### config.mk
export PLATFORM = sky130hd
export DESIGN_NAME = reload_counter
export DESIGN_NICKNAME = d
export VERILOG_FILES = /design/src/rtl/reload_counter_pkg.sv /design/src/rtl/rc_count_core.sv /design/src/rtl/rc_reload_ctrl.sv /design/src/rtl/reload_counter.sv
export SDC_FILE = /design/constraint.sdc
export NUM_CORES = 1
export LEC_CHECK = 0
export BUFFER_PORTS_ARGS = -buffer_cell sky130_fd_sc_hd__buf_4
export CORE_AREA = 2 2 39 41
export DETAILED_ROUTE_END_ITERATION = 6
export DIE_AREA = 0 0 41 43
export GPL_ROUTABILITY_DRIVEN = 0
export PLACE_DENSITY_LB_ADDON = 0.05
export SYNTH_ARGS = -nofsm -noshare
export SYNTH_HDL_FRONTEND = slang
export SYNTH_SLANG_ARGS = --single-unit
### constraint.sdc
create_clock -name clk_i -period 3.55 [get_ports clk_i]
set_input_delay 0.1775 -clock clk_i [delete_from_list [all_inputs] [get_ports clk_i]]
set_output_delay 0.1775 -clock clk_i [all_outputs]
set_load 0.05 [all_outputs]
### src/rtl/reload_counter_pkg.sv
package reload_counter_pkg;
  localparam int unsigned CNT_W = 4;

  typedef enum logic [1:0] {
    MODE_BIN  = 2'd0,
    MODE_DEC  = 2'd1,
    MODE_MOD7 = 2'd2,
    MODE_OFS  = 2'd3
  } mode_e;

  // terminal-state masks: only the bits that are one in the terminal state
  localparam logic [CNT_W-1:0] DEC_TERM_MASK  = 4'b1001;
  localparam logic [CNT_W-1:0] MOD7_TERM_MASK = 4'b0110;
  localparam logic [CNT_W-1:0] OFS_TERM_MASK  = 4'b1110;
  localparam logic [CNT_W-1:0] OFS_START      = 4'd9;
  localparam logic [CNT_W-1:0] ZERO_START     = '0;
endpackage

### src/rtl/rc_count_core.sv
module rc_count_core #(
  parameter int unsigned W = 4
) (
  input  logic         clk_i,
  input  logic         rst_ni,
  input  logic         srst_i,
  input  logic [W-1:0] srst_val_i,
  input  logic         load_i,
  input  logic [W-1:0] load_data_i,
  input  logic         en_i,
  output logic [W-1:0] q_o,
  output logic         carry_o
);
  logic [W-1:0] q_q, q_d, q_inc;
  logic [W:0]   tgl;

  assign tgl[0] = en_i;

  // serial toggle chain: bit i flips when all lower bits are one
  for (genvar i = 0; i < W; i++) begin : g_stage
    assign tgl[i+1]  = tgl[i] & q_q[i];
    assign q_inc[i]  = q_q[i] ^ tgl[i];
  end

  always_comb begin
    if (srst_i)      q_d = srst_val_i;
    else if (load_i) q_d = load_data_i;
    else             q_d = q_inc;
  end

  always_ff @(posedge clk_i or negedge rst_ni) begin
    if (!rst_ni) q_q <= '0;
    else         q_q <= q_d;
  end

  assign q_o     = q_q;
  assign carry_o = tgl[W];
endmodule

### src/rtl/rc_reload_ctrl.sv
module rc_reload_ctrl
  import reload_counter_pkg::*;
#(
  parameter int unsigned W = CNT_W
) (
  input  mode_e        mode_i,
  input  logic [W-1:0] q_i,
  input  logic         ext_load_i,
  input  logic [W-1:0] ext_data_i,
  input  logic         ext_en_i,
  output logic         load_o,
  output logic [W-1:0] load_data_o,
  output logic         en_o,
  output logic [W-1:0] start_val_o
);
  logic [W-1:0] term_mask;
  logic         term_hit;

  always_comb begin
    unique case (mode_i)
      MODE_DEC:  term_mask = DEC_TERM_MASK;
      MODE_MOD7: term_mask = MOD7_TERM_MASK;
      MODE_OFS:  term_mask = OFS_TERM_MASK;
      default:   term_mask = '0;
    endcase
  end

  // minimal product: every masked bit must be one
  assign term_hit = &(q_i | ~term_mask);

  always_comb begin
    if (mode_i == MODE_BIN) begin
      load_o      = ext_load_i;
      load_data_o = ext_data_i;
      en_o        = ext_en_i;
    end else begin
      load_o      = term_hit;
      load_data_o = (mode_i == MODE_OFS) ? OFS_START : ZERO_START;
      en_o        = 1'b1;
    end
    start_val_o = (mode_i == MODE_OFS) ? OFS_START : ZERO_START;
  end
endmodule

### src/rtl/reload_counter.sv
module reload_counter
  import reload_counter_pkg::*;
(
  input  logic             clk_i,
  input  logic             rst_ni,
  input  logic             srst_i,
  input  logic [1:0]       mode_i,
  input  logic             cnt_en_i,
  input  logic             load_i,
  input  logic [CNT_W-1:0] load_data_i,
  output logic [CNT_W-1:0] count_o,
  output logic             carry_o
);
  mode_e            mode;
  logic             core_load, core_en;
  logic [CNT_W-1:0] core_data, start_val, q;

  assign mode = mode_e'(mode_i);

  rc_reload_ctrl #(.W(CNT_W)) u_ctrl (
    .mode_i      (mode),
    .q_i         (q),
    .ext_load_i  (load_i),
    .ext_data_i  (load_data_i),
    .ext_en_i    (cnt_en_i),
    .load_o      (core_load),
    .load_data_o (core_data),
    .en_o        (core_en),
    .start_val_o (start_val)
  );

  rc_count_core #(.W(CNT_W)) u_core (
    .clk_i       (clk_i),
    .rst_ni      (rst_ni),
    .srst_i      (srst_i),
    .srst_val_i  (start_val),
    .load_i      (core_load),
    .load_data_i (core_data),
    .en_i        (core_en),
    .q_o         (q),
    .carry_o     (carry_o)
  );

  assign count_o = q;
endmodule

==> key figures <==
Outcome
  • Status: finished clean

Yosys
  • Syn Inst Count: 31
  • Unique masters post-synth: 17
  • Post-synth top cells: dfrtp_1, ha_1, nand2_1
  • Sequential-to-total area share from yosys stat: 31.3%
  • Dominant cells by area after synthesis: dfrtp_1, ha_1, o221ai_4
  • Yosys reg bits: 4
  • Fraction of registers with async set/reset: 100%
  • Synth top area share: 31.3%
  • Synthesized Nets: 46
  • YS warnings: 0
  • Number of synthesized flops with an enable pin: 0
  • Avg Cell Area, Syn: 10.3 um2
  • Ys flop type: dfrtp_1
  • Mapped Area: 320 um2
  • Dominant cell type by area after synthesis: dfrtp_1

STA
  • RSZ-0062 raised after global routing: no
  • Min Clock Period, post-route: 1870 ps
  • Final Hold Viols: 0
  • Worst Tran Pin Value: 496 ps
  • Hold Worst Slack: 200 ps
  • F_max: 533 MHz
  • Period Utilization, post-route: 52.8%
  • Slew HR: 66.7%
  • Clock Skews: 3.75 ps
  • Setup TNS: 0 ps
  • Count of pins over their slew limit: 0
  • Final setup violating endpoints: 0

Clocking
  • Post-CTS setup buffers: 0
  • Buffer levels on the longest clock path: 2
  • Num CTS Buffers: 3
  • CTS tree: done
  • CTS H-tree depth: 1
  • Worst-Skew Late Latency: 230 ps
  • Clk sinks: 4
  • Root buf cell: clkbuf_4
  • Worst-path clk slew: 40 ps

Detailed routing
  • DRT met1 WL: 321 um
  • DRT Wirelength: 799 um
  • Top routing layer in use: met3
  • Met2 routed WL: 432 um
  • Wire length on met3: 46 um
  • Vias: 314
  • Final ANT Viol Nets: 0
  • DRT iter0 DRCs: 4
  • Mean number of vias per cell: 4.76
  • Post-route DRC: 0
  • Wire length per cell: 12.1 um
  • Drt first pass iters: 4

Power
  • Leakage Power: 0.243 nW
  • Maximum VDD drop: 0.151 mV
  • P per Cell Area: 391 mW/mm2
  • Total chip power: 0.000190 W

Global route
  • Vias in the first global route: 324
  • Antenna violations before repair: 0
  • GRT Total Usage: 10.5%
  • Grt total ovfl: 0
  • First-pass GRT wire length: 1260 um
  • Pin count of the biggest net entering global routing: 8

Die
  • # IOs: 16
  • # rows: 14
  • Initial Utilization: 23.1%
  • CORE AREA: 0.00138 mm2
  • Die Footprint: 0.00176 mm2
  • Chip width: 41 um
  • Die Y: 43 um

Layout
  • Area Overhead vs Synth: 51.6%
  • NumNets Final: 67
  • Layout cells sized above 1: 44.0%
  • Non-filler instance count after layout: 66
  • Number of flip-flops in the largest register: 4
  • Design Area, Final: 485 um2
  • N_diodes: 0

Placed design
  • I/O Buffers: 15
  • Placed Area: 453 um2
  • DP Cell Count: 62
  • Detailed Place HPWL: 684 um

Critical path
  • WS Path Type: input port to output pin
  • CP Data Arrival Time: 1700 ps
  • Crit. End Element: output pin
  • Worst EP required: 3370 ps
  • Critical path launch point type: input port
  • Worst-path maximum fanout: 6

Hold path
  • Hold Path Class: input port to register

Flow run
  • Max cap viols: 0
==> through the flow <==
stage	setup WS, ps	utilization [%]
2_1_floorplan	1800	-
3_3_place_gp	1610	32.7
3_5_place_dp	1570	32.7
4_1_cts	1670	35.1
5_1_grt	1610	35.1
6_report	1680	35.1
==> final cells by class <==
cell class	instances	area, um2
clock buffer	3	22.5
fill	152	898
inverter	1	3.75
multi-input combinational	26	216
sequential	4	100
tap	16	20.0
timing repair buffer	16	123
==> cell usage in the layout, fill, tap and decap left out <==
| cell | count |
|---|---|
| a21oi_1 | 1 |
| o21bai_1 | 1 |
| mux2i_1 | 2 |
| dfrtp_1 | 4 |
| nand2_1 | 4 |
| nand2b_1 | 2 |
| a21bo_2 | 1 |
| o221ai_4 | 1 |
| or3_2 | 1 |
| mux2_4 | 1 |
| o21ai_0 | 1 |
| a32oi_1 | 2 |
| a21boi_0 | 1 |
| inv_1 | 1 |
| buf_4 | 15 |
| ha_1 | 4 |
| clkbuf_4 | 3 |
| nor2_1 | 2 |
| nor3_1 | 2 |
| dlygate4sd3_1 | 1 |
==> path summary, 6_finish.rpt <==
check                                             start                       to  slack [ps]  depth (start not counted)
worst max-delay path                          mode_i[1]                  carry_o        1680                          7
worst min-delay path                     load_data_i[1]  u_core.q_o[1]$_DFF_PN0_         200                          3
worst max register to register  u_core.q_o[0]$_DFF_PN0_  u_core.q_o[3]$_DFF_PN0_        1960                          6
worst min register to register  u_core.q_o[1]$_DFF_PN0_  u_core.q_o[1]$_DFF_PN0_         770                          3
max in group asynchronous                        rst_ni  u_core.q_o[0]$_DFF_PN0_        3170                          2
min in group asynchronous                        rst_ni  u_core.q_o[1]$_DFF_PN0_         270                          2
==> cell families after synthesis <==
group | share of synthesized area (%)
flip-flops | 31.3
buffers and inverters | 1.17
adder cells (fa/ha/maj) | 15.6
multiplexers | 10.9
AO/OA/AOI/OAI | 24.6
AND/OR/NAND/NOR | 16.4
==> where the power goes <==
part,switching [W],internal [W]
Combinational,0.0000432,0.0000310
Clock,0.0000174,0.0000377
Sequential,0.00000836,0.0000521
==> critical path: stages <==
cell   delay, ps
buf_4        140
or3_2        470
ha_1         190
ha_1         180
ha_1         180
ha_1         170
buf_4        190
==> metal layers <==
| layer | vias to the layer above | track usage (%) |
|---|---|---|
| li1 | 155 | - |
| met1 | 150 | 12.4 |
| met5 | - | 0 |
| met2 | 9 | 16.9 |
| met3 | 0 | 1.57 |
| met4 | 0 | 6.00 |
==> what timing repair did <==
action / CTS / global route
resized for setup: 0 / 0
hold buffers: 1 / 0
endpoints found under the hold margin: 4 / 0
Note: power is estimated with default switching activity, not from simulation.
